===== src/rtl/cbc_pkg.sv =====
package cbc_pkg;
  localparam int BANK_W    = 7;
  localparam int ROM_OFS_W = 14;
  localparam int RAM_OFS_W = 13;
  localparam int RAM_BK_W  = 2;

  typedef enum logic [1:0] {MAP_FLAT, MAP_5P2, MAP_7B} mapKind_e;
  typedef enum logic [1:0] {SRC_ROM, SRC_RAM, SRC_ZERO, SRC_OPEN} rdSrc_e;

  typedef struct packed {
    logic accOn;
    logic accOff;
    logic romLow;
    logic romAll;
    logic hiBits;
    logic modeBit;
    logic ramBank;
    logic clkReg;
    logic badSel;
  } ctrlStb_t;
endpackage


===== src/rtl/cbc_ctrl.sv =====
module cbc_ctrl
  import cbc_pkg::*;
(
  input  logic [7:0] typeCode,
  input  logic [2:0] cpuAddrHi,
  input  logic       cpuWr,
  input  logic [7:0] cpuWrData,
  output mapKind_e   mapKind,
  output logic       unsupported,
  output ctrlStb_t   stb
);
  logic romSpaceWr;

  always_comb begin
    unsupported = 1'b0;
    unique case (typeCode)
      8'h00, 8'h08, 8'h09:                    mapKind = MAP_FLAT;
      8'h01, 8'h02, 8'h03:                    mapKind = MAP_5P2;
      8'h0F, 8'h10, 8'h11, 8'h12, 8'h13:      mapKind = MAP_7B;
      default: begin
        mapKind     = MAP_FLAT;
        unsupported = 1'b1;
      end
    endcase
  end

  assign romSpaceWr = cpuWr && !cpuAddrHi[2];

  always_comb begin
    stb = '0;
    if (romSpaceWr) begin
      if (mapKind == MAP_5P2) begin
        unique case (cpuAddrHi[1:0])
          2'b01:   stb.romLow  = 1'b1;
          2'b10:   stb.hiBits  = 1'b1;
          2'b11:   stb.modeBit = 1'b1;
          default: ;
        endcase
      end else if (mapKind == MAP_7B) begin
        unique case (cpuAddrHi[1:0])
          2'b00: begin
            stb.accOn  = (cpuWrData == 8'h0A);
            stb.accOff = (cpuWrData == 8'h00);
          end
          2'b01: stb.romAll = 1'b1;
          2'b10: begin
            if (cpuWrData <= 8'h03)                           stb.ramBank = 1'b1;
            else if (cpuWrData >= 8'h08 && cpuWrData <= 8'h0C) stb.clkReg  = 1'b1;
            else                                              stb.badSel  = 1'b1;
          end
          default: ;
        endcase
      end
    end
  end
endmodule


===== src/rtl/cbc_dpath.sv =====
module cbc_dpath
  import cbc_pkg::*;
#(
  parameter int ROM_AW = 21,
  parameter int RAM_AW = 15
) (
  input  logic              clk,
  input  logic              rstN,
  input  mapKind_e          mapKind,
  input  ctrlStb_t          stb,
  input  logic [15:0]       cpuAddr,
  input  logic              cpuWr,
  input  logic [7:0]        cpuWrData,
  input  logic [7:0]        romRdData,
  input  logic [7:0]        ramRdData,
  output logic [ROM_AW-1:0] romAddr,
  output logic [RAM_AW-1:0] ramAddr,
  output logic              ramWe,
  output logic [7:0]        ramWrData,
  output logic [7:0]        cpuRdData,
  output logic              bankErr
);
  localparam int ROM_FULL_W = BANK_W + ROM_OFS_W;
  localparam int RAM_FULL_W = RAM_BK_W + RAM_OFS_W;

  logic [BANK_W-1:0]   romBank;
  logic [RAM_BK_W-1:0] hiSel, ramBank;
  logic                modeSel, clkMode, accEn;

  logic [BANK_W-1:0]     effRom;
  logic [RAM_BK_W-1:0]   effRam;
  logic [ROM_FULL_W-1:0] romFull;
  logic [RAM_FULL_W-1:0] ramFull;
  logic                  inRom, inRom0, inWin, winWrOk, weNext;
  rdSrc_e                srcNext, srcQ;
  logic [4:0]            lowIn;

  assign lowIn = cpuWrData[4:0];

  // Bank-control registers
  always_ff @(posedge clk) begin
    if (!rstN) begin
      romBank <= BANK_W'(1);
      hiSel   <= '0;
      ramBank <= '0;
      modeSel <= 1'b0;
      clkMode <= 1'b0;
      accEn   <= 1'b0;
      bankErr <= 1'b0;
    end else begin
      if (stb.romLow)  romBank <= {romBank[6:5], (lowIn == 5'd0) ? 5'd1 : lowIn};
      if (stb.romAll)  romBank <= cpuWrData[6:0];
      if (stb.hiBits)  hiSel   <= cpuWrData[1:0];
      if (stb.modeBit) modeSel <= cpuWrData[0];
      if (stb.accOn)   accEn   <= 1'b1;
      if (stb.accOff)  accEn   <= 1'b0;
      if (stb.ramBank) begin
        ramBank <= cpuWrData[1:0];
        clkMode <= 1'b0;
      end
      if (stb.clkReg)  clkMode <= 1'b1;
      if (stb.badSel)  bankErr <= 1'b1;
    end
  end

  // Effective banks per personality
  always_comb begin
    unique case (mapKind)
      MAP_5P2: begin
        effRom = modeSel ? {2'b00, romBank[4:0]} : {hiSel, romBank[4:0]};
        effRam = modeSel ? hiSel : '0;
      end
      MAP_7B: begin
        effRom = romBank;
        effRam = ramBank;
      end
      default: begin
        effRom = BANK_W'(1);
        effRam = '0;
      end
    endcase
  end

  assign inRom0  = (cpuAddr[15:14] == 2'b00);
  assign inRom   = !cpuAddr[15];
  assign inWin   = (cpuAddr[15:13] == 3'b101);
  assign romFull = {inRom0 ? '0 : effRom, cpuAddr[ROM_OFS_W-1:0]};
  assign ramFull = {effRam, cpuAddr[RAM_OFS_W-1:0]};
  assign winWrOk = (mapKind == MAP_5P2) || (mapKind == MAP_7B && accEn && !clkMode);
  assign weNext  = cpuWr && inWin && winWrOk;

  always_comb begin
    if (inRom)                              srcNext = SRC_ROM;
    else if (!inWin)                        srcNext = SRC_OPEN;
    else if (mapKind != MAP_7B)             srcNext = SRC_RAM;
    else if (!accEn)                        srcNext = SRC_OPEN;
    else if (clkMode)                       srcNext = SRC_ZERO;
    else                                    srcNext = SRC_RAM;
  end

  // Registered port side
  always_ff @(posedge clk) begin
    if (!rstN) begin
      romAddr   <= '0;
      ramAddr   <= '0;
      ramWe     <= 1'b0;
      ramWrData <= '0;
      srcQ      <= SRC_OPEN;
    end else begin
      romAddr   <= ROM_AW'(romFull);
      ramAddr   <= RAM_AW'(ramFull);
      ramWe     <= weNext;
      ramWrData <= cpuWrData;
      srcQ      <= srcNext;
    end
  end

  always_comb begin
    unique case (srcQ)
      SRC_ROM:  cpuRdData = romRdData;
      SRC_RAM:  cpuRdData = ramRdData;
      SRC_ZERO: cpuRdData = 8'h00;
      default:  cpuRdData = 8'hFF;
    endcase
  end

  AST_ROM0_BANK0: assert property (@(posedge clk) disable iff (!rstN)
    (cpuAddr[15:14] == 2'b00) |=> (romAddr[ROM_AW-1:ROM_OFS_W] == '0));
  AST_FLAT_NO_WRITE: assert property (@(posedge clk) disable iff (!rstN)
    (mapKind == MAP_FLAT) |=> !ramWe);
  AST_LOW_NONZERO: assert property (@(posedge clk) disable iff (!rstN)
    (mapKind == MAP_5P2) |-> (romBank[4:0] != 5'd0));
  AST_CLK_READ_ZERO: assert property (@(posedge clk) disable iff (!rstN)
    (mapKind == MAP_7B && accEn && clkMode && inWin) |=> (cpuRdData == 8'h00 && !ramWe));
  AST_ERR_STICKY: assert property (@(posedge clk) disable iff (!rstN)
    bankErr |=> bankErr);
  AST_OFF_NO_WRITE: assert property (@(posedge clk) disable iff (!rstN)
    (mapKind == MAP_7B && !accEn) |=> !ramWe);
endmodule


===== src/rtl/cart_bank_ctrl.sv =====
module cart_bank_ctrl
  import cbc_pkg::*;
#(
  parameter int ROM_AW = 21,
  parameter int RAM_AW = 15
) (
  input  logic              clk,
  input  logic              rstN,
  input  logic [7:0]        typeCode,
  input  logic [15:0]       cpuAddr,
  input  logic              cpuWr,
  input  logic [7:0]        cpuWrData,
  output logic [7:0]        cpuRdData,
  output logic [ROM_AW-1:0] romAddr,
  input  logic [7:0]        romRdData,
  output logic [RAM_AW-1:0] ramAddr,
  output logic              ramWe,
  output logic [7:0]        ramWrData,
  input  logic [7:0]        ramRdData,
  output logic              unsupported,
  output logic              bankErr
);
  mapKind_e mapKind;
  ctrlStb_t stb;

  cbc_ctrl uCtrl (
    .typeCode    (typeCode),
    .cpuAddrHi   (cpuAddr[15:13]),
    .cpuWr       (cpuWr),
    .cpuWrData   (cpuWrData),
    .mapKind     (mapKind),
    .unsupported (unsupported),
    .stb         (stb)
  );

  cbc_dpath #(.ROM_AW(ROM_AW), .RAM_AW(RAM_AW)) uDpath (
    .clk       (clk),
    .rstN      (rstN),
    .mapKind   (mapKind),
    .stb       (stb),
    .cpuAddr   (cpuAddr),
    .cpuWr     (cpuWr),
    .cpuWrData (cpuWrData),
    .romRdData (romRdData),
    .ramRdData (ramRdData),
    .romAddr   (romAddr),
    .ramAddr   (ramAddr),
    .ramWe     (ramWe),
    .ramWrData (ramWrData),
    .cpuRdData (cpuRdData),
    .bankErr   (bankErr)
  );
endmodule


===== config.mk =====
export PLATFORM = sky130hd
export DESIGN_NAME = cart_bank_ctrl
export DESIGN_NICKNAME = d
export VERILOG_FILES = /design/src/rtl/cbc_pkg.sv /design/src/rtl/cbc_ctrl.sv /design/src/rtl/cbc_dpath.sv /design/src/rtl/cart_bank_ctrl.sv
export SDC_FILE = /design/constraint.sdc
export NUM_CORES = 1
export LEC_CHECK = 0
export BUFFER_PORTS_ARGS = -buffer_cell sky130_fd_sc_hd__buf_2
export CAP_MARGIN = 20
export CORE_MARGIN = 3
export CORE_UTILIZATION = 35
export CTS_BUF_LIST = sky130_fd_sc_hd__clkbuf_8
export DETAILED_ROUTE_END_ITERATION = 10
export SLEW_MARGIN = 10
export SYNTH_ARGS = -nofsm -noshare
export SYNTH_HDL_FRONTEND = slang
export SYNTH_HIERARCHICAL = 1
export SYNTH_SLANG_ARGS = --single-unit

===== constraint.sdc =====
create_clock -name clk -period 3.8 [get_ports clk]
set_input_delay 0.76 -clock clk [delete_from_list [all_inputs] [get_ports clk]]
set_output_delay 0.76 -clock clk [all_outputs]
set_load 0.01 [all_outputs]

# ---- Yosys cells after proc, flatten, opt, wreduce, memory -nomap -nowiden
# Index checks and enable logic that the tools add are counted.
dict set report op_classes {
  add_sub_neg 0
  n_mul 0
  n_div 0
  n_lt_le_gt_ge 3
  eq_ne 20
  shifts 0
  mux 35
  bitwise_logic 1
  reduce_logical 22
}
# operator n
set ops {}
lappend ops {{8-bit by 4-bit == test with 1-bit output, second input constant} 4}
lappend ops {{8-bit by 5-bit == test with 1-bit output, second input constant} 4}
lappend ops {{8-bit one-hot mux with 3 select lines} 1}
lappend ops {{2-bit 2-to-1 mux} 11}
lappend ops {{8-bit by 2-bit == test with 1-bit output, second input constant} 2}
lappend ops {{8-bit logical NOT} 2}
lappend ops {{7-bit 2-to-1 mux} 2}
lappend ops {{7-bit one-hot mux with 2 select lines} 1}
lappend ops {{1-bit 2-to-1 mux} 12}
lappend ops {{11-bit OR reduction} 1}
lappend ops {{5-bit 2-to-1 mux} 2}
lappend ops {{3-bit 2-to-1 mux} 3}
lappend ops {{9-bit 2-to-1 mux} 1}
lappend ops {{2-bit == test, second input constant} 4}
lappend ops {{8-bit by 1-bit == test with 1-bit output, second input constant} 1}
lappend ops {{8-bit by 4-bit >= comparator with 1-bit output, second input constant} 1}
lappend ops {{8-bit by 2-bit less-or-equal comparator with 1-bit output, second input constant} 1}
lappend ops {{8-bit by 4-bit less-or-equal comparator with 1-bit output, second input constant} 1}
lappend ops {{2-bit one-hot mux with 2 select lines} 2}
lappend ops {{2-bit by 1-bit == test with 1-bit output, second input constant} 3}
lappend ops {{1-bit logical AND} 6}
lappend ops {{2-bit logical NOT} 3}
lappend ops {{5-bit logical NOT} 1}
lappend ops {{5-bit OR reduction} 1}
lappend ops {{8 further kinds} 11}
dict set report word_totals {
  ff_bits 62
  latch_bits 0
  ramBits 0
  rom_bits 0
  input_bits 51
  out_inout_bits 55
  wordCells 95
  n_memories 0
}

# ---- Logic depth before layout (Yosys ltp)
dict set report logic_depth {
  ltp_word 10
  ltp_mapped 8
  mapped_depth_nobuf 8
}

# ---- By module
# The synthesis kept the hierarchy.
# module instances cells_each area_per_inst_um2 seq_area_each_um2
set modules_own_cells {}
lappend modules_own_cells {cbc_dpath 1 191 1838.0 980.9}
lappend modules_own_cells {cbc_ctrl 1 36 214.0 0.0}

# ---- Worst setup path before layout
# Ideal clock, no wire load.
dict set report synth_timing {
  kind {input -> register}
  startpoint {input typeCode[7]}
  endpoint {register uDpath.ramBank[0]}
  setup_time_ns 0.116
  t_arrival_ns 2.564
  required_ns 3.684
  path_slack_ns 1.120
  path_stages 7
  n_path_buf 2
  path_cell_list {or3_1 > buf_2 > or4b_1 > buf_2 > nor4_1 > mux2i_1 > nor2b_1}
}
# item line_no
set synth_rtl {}
lappend synth_rtl {{from (decl)} cart_bank_ctrl.sv:9} ;# input logic [7:0] typeCode,
lappend synth_rtl {{to (signal assigned)} cbc_dpath.sv:58} ;# ramBank <= cpuWrData[1:0];
lappend synth_rtl {{to (decl)} cbc_dpath.sv:27} ;# logic [RAM_BK_W-1:0] hiSel, ramBank;

==> out/metrics.cfg <==
[status]
status=completed

[cells_and_area]
diodes=0
fillers=591
stdcell_count=394
area_growth_pct=28.29
post-route-util_pct=47.23
final_common_cell=buf_2
drive_gt1_share_pct=36.65
mostFrequentLayoutCells=105 x buf_2, 49 x dfxtp_1, 26 x and2_1
final_nets=376

[die]
start_util_pct=36.81
core_area_um2=5574
dieArea_um2=6818
rows=27
die_height_um=82.57
io_pins=106
dieWidth_um=82.57

[worst_setup_path]
cp-start-kind=input pin
cp_data_required_time_ns=4.00
reg2reg_slack_ns=2.92
cp_max_fo=7
setup.worst_path.end_class=register
cp.arrival_ns=2.84
worst-setup-path-type=in2reg

[timing]
min_period_over_period_pct=69.44
period_needed_ns=2.639
layout_setup_ws_ns=1.161
drv_slew=0
hold_viol_final=0
setup_viol=0
relSlewSlack_pct=41.59
max_freq_mhz=379.0
setup_tns_ns=0
worst_pin_slew_ns=0.8682
rsz0062_at_grt=false
skew_ns=0.005043

[power_and_ir_drop]
p_leak_uw=0.001185
power_density_nw_per_um2=356.6
ir_drop_mv=0.1888

[placed_design]
dp_hpwl_um=3785
gp_congestion=0.7883
io_buffer_count=105
dpl.cell_count=386
dp_worst_setup_slack_ns=0.8759

[drt]
wl_per_cell_um=12.64
num_vias=1831
routed_wl_um=4979
ant_nets=0
first_pass_iters=4
drc=0
drtIter0Drc=56
vias_per_cell=4.647

[logic_synthesis]
synthXorXnorAreaFrac_pct=0
synth_compound_area_share_pct=11.65
synth_nets=282
synth_top_family_by_area=simple AND/OR/NAND/NOR gates
synthesis.area_um2=2052
synth_area_leader_cell=dfxtp_1
yosysUniqueCellTypes=38
synth.avg_cell_area_um2=9.040
yosysSeqAreaShare_pct=47.80
synth_cells=227
synthSimpleGateAreaFrac_pct=26.89
yosysWarnings=6
synth_top_area_share_pct=47.80
synthAdderAreaFrac_pct=2.439
ys_ff_latch=49
synthMuxAreaShare_pct=3.415
synth_area_leaders=dfxtp_1 48%, and2_1 7.9%, buf_4 5.1%, o21ai_0 4.4%, nand2_1 4.2%

[cts]
cts_resized=0
cts_hold_buf=0
ctsRootBufferMaster=clkbuf_8
cts_tree=yes
clkSinkCount=49
clkTransAtPathRegs_ns=0.09
cts_buffer_depth=2
clk_latency_ns=0.30
cts_inserted_buffers=5
post_cts_buffers=0
h-tree-depth=2

[global_routing]
grt_usage_pct=14.26
grt_max_degree=43
grt_pass1_wl_um=7238
grt_pass1_vias=1557
antenna_found_initial=0
grt-ovfl-total=0

[job]
maxCapViolCount=0

[worst_hold_path]
hp-class=reg2reg

## logic make-up after synthesis
group / Yosys count
flip-flops: 49
AO/OA/AOI/OAI: 38
AND/OR/NAND/NOR: 102
buffers and inverters: 27
multiplexers: 7
adder cells (fa/ha/maj): 4
## where the power goes
part	internal, uW	switching [uW]
Clock	125	165
Sequential	528	6.52
Combinational	53.0	61.5
Total	706	233
## routing by layer
layer	global-route usage (%)	vias up	wire (um)
li1	-	943	-
met1	17.37	807	2172
met2	23.48	75	2335
met3	3.579	6	409
met4	6.699	0	62
met5	0	-	0
## sequential cells by signal, summed over array words and instances, names as in the netlist
signal	flops
uDpath/romAddr	21
uDpath/ramWrData	8
uDpath/romBank	7
uDpath/hiSel	2
uDpath/ramAddr	2
uDpath/ramBank	2
uDpath/srcQ	2
uDpath/accEn	1
uDpath/bankErr	1
uDpath/clkMode	1
uDpath/modeSel	1
uDpath/ramWe	1
## cell usage after synthesis
library cell  count
nor2b_1           8
o31ai_1           1
nor3_1            5
a22oi_1           3
nand4_1           1
nand3_1           3
dfxtp_1          49
o21ai_0          18
a21o_1            1
nand3b_1          1
a211oi_1          1
nor4_1            8
o21ai_1           2
and2_1           26
nor2_1           14
or2_1             1
clkbuf_2          1
inv_1             7
a32oi_1           2
nand2b_1          3
clkbuf_1          1
o21a_1            2
or3_1             2
buf_4            14
buf_2             4
nor3b_1           1
and4b_1           1
nand2_1          23
a21boi_1          4
mux2i_1           7
nor2_2            2
nand2b_2          1
or4b_1            1
a21oi_1           2
nor3_2            1
a2111oi_2         1
a31oi_1           1
ha_1              4
## area by class of cell
cell class / count / area, um^2 / share of cell area [%]
clock buffers: 5 / 68.82 / 2.614
clock inverters: 3 / 15.01 / 0.5703
inverters: 7 / 26.28 / 0.9981
multi-input cells: 151 / 910.9 / 34.60
flip-flops and latches: 49 / 980.9 / 37.26
well taps: 72 / 90.09 / 3.422
repair buffers: 107 / 540.5 / 20.53
## per-stage QoR
stage	hold WS, ns	power (uW)	cell area, um^2
2_1_floorplan	0.4262	605.4	2052
3_3_place_gp	0.4334	660.6	2549
3_5_place_dp	0.4393	662.2	2549
4_1_cts	0.4484	954.7	2633
5_1_grt	0.4715	995.0	2633
6_report	0.4469	938.6	2633
## worst max-delay path, cell delays in order
cell and delay, ns:
buf_2 0.09, or3_1 0.47, or4b_1 0.62, nor4_1 0.58, mux2i_1 0.27, nor2b_1 0.06
## worst paths after layout
kind              depth (start not counted)                             end                            from
setup / recovery                          6  uDpath/ramBank[0]$_SDFFE_PN0P_                     typeCode[7]
hold reg to reg                           2  uDpath/romBank[3]$_SDFFE_PN0P_  uDpath/romBank[3]$_SDFFE_PN0P_
hold / removal                            2  uDpath/romBank[3]$_SDFFE_PN0P_  uDpath/romBank[3]$_SDFFE_PN0P_
setup reg to reg                          3       uDpath/srcQ[1]$_SDFF_PN1_     uDpath/clkMode$_SDFFE_PN0P_
Note: power is estimated with default switching activity, not from simulation.
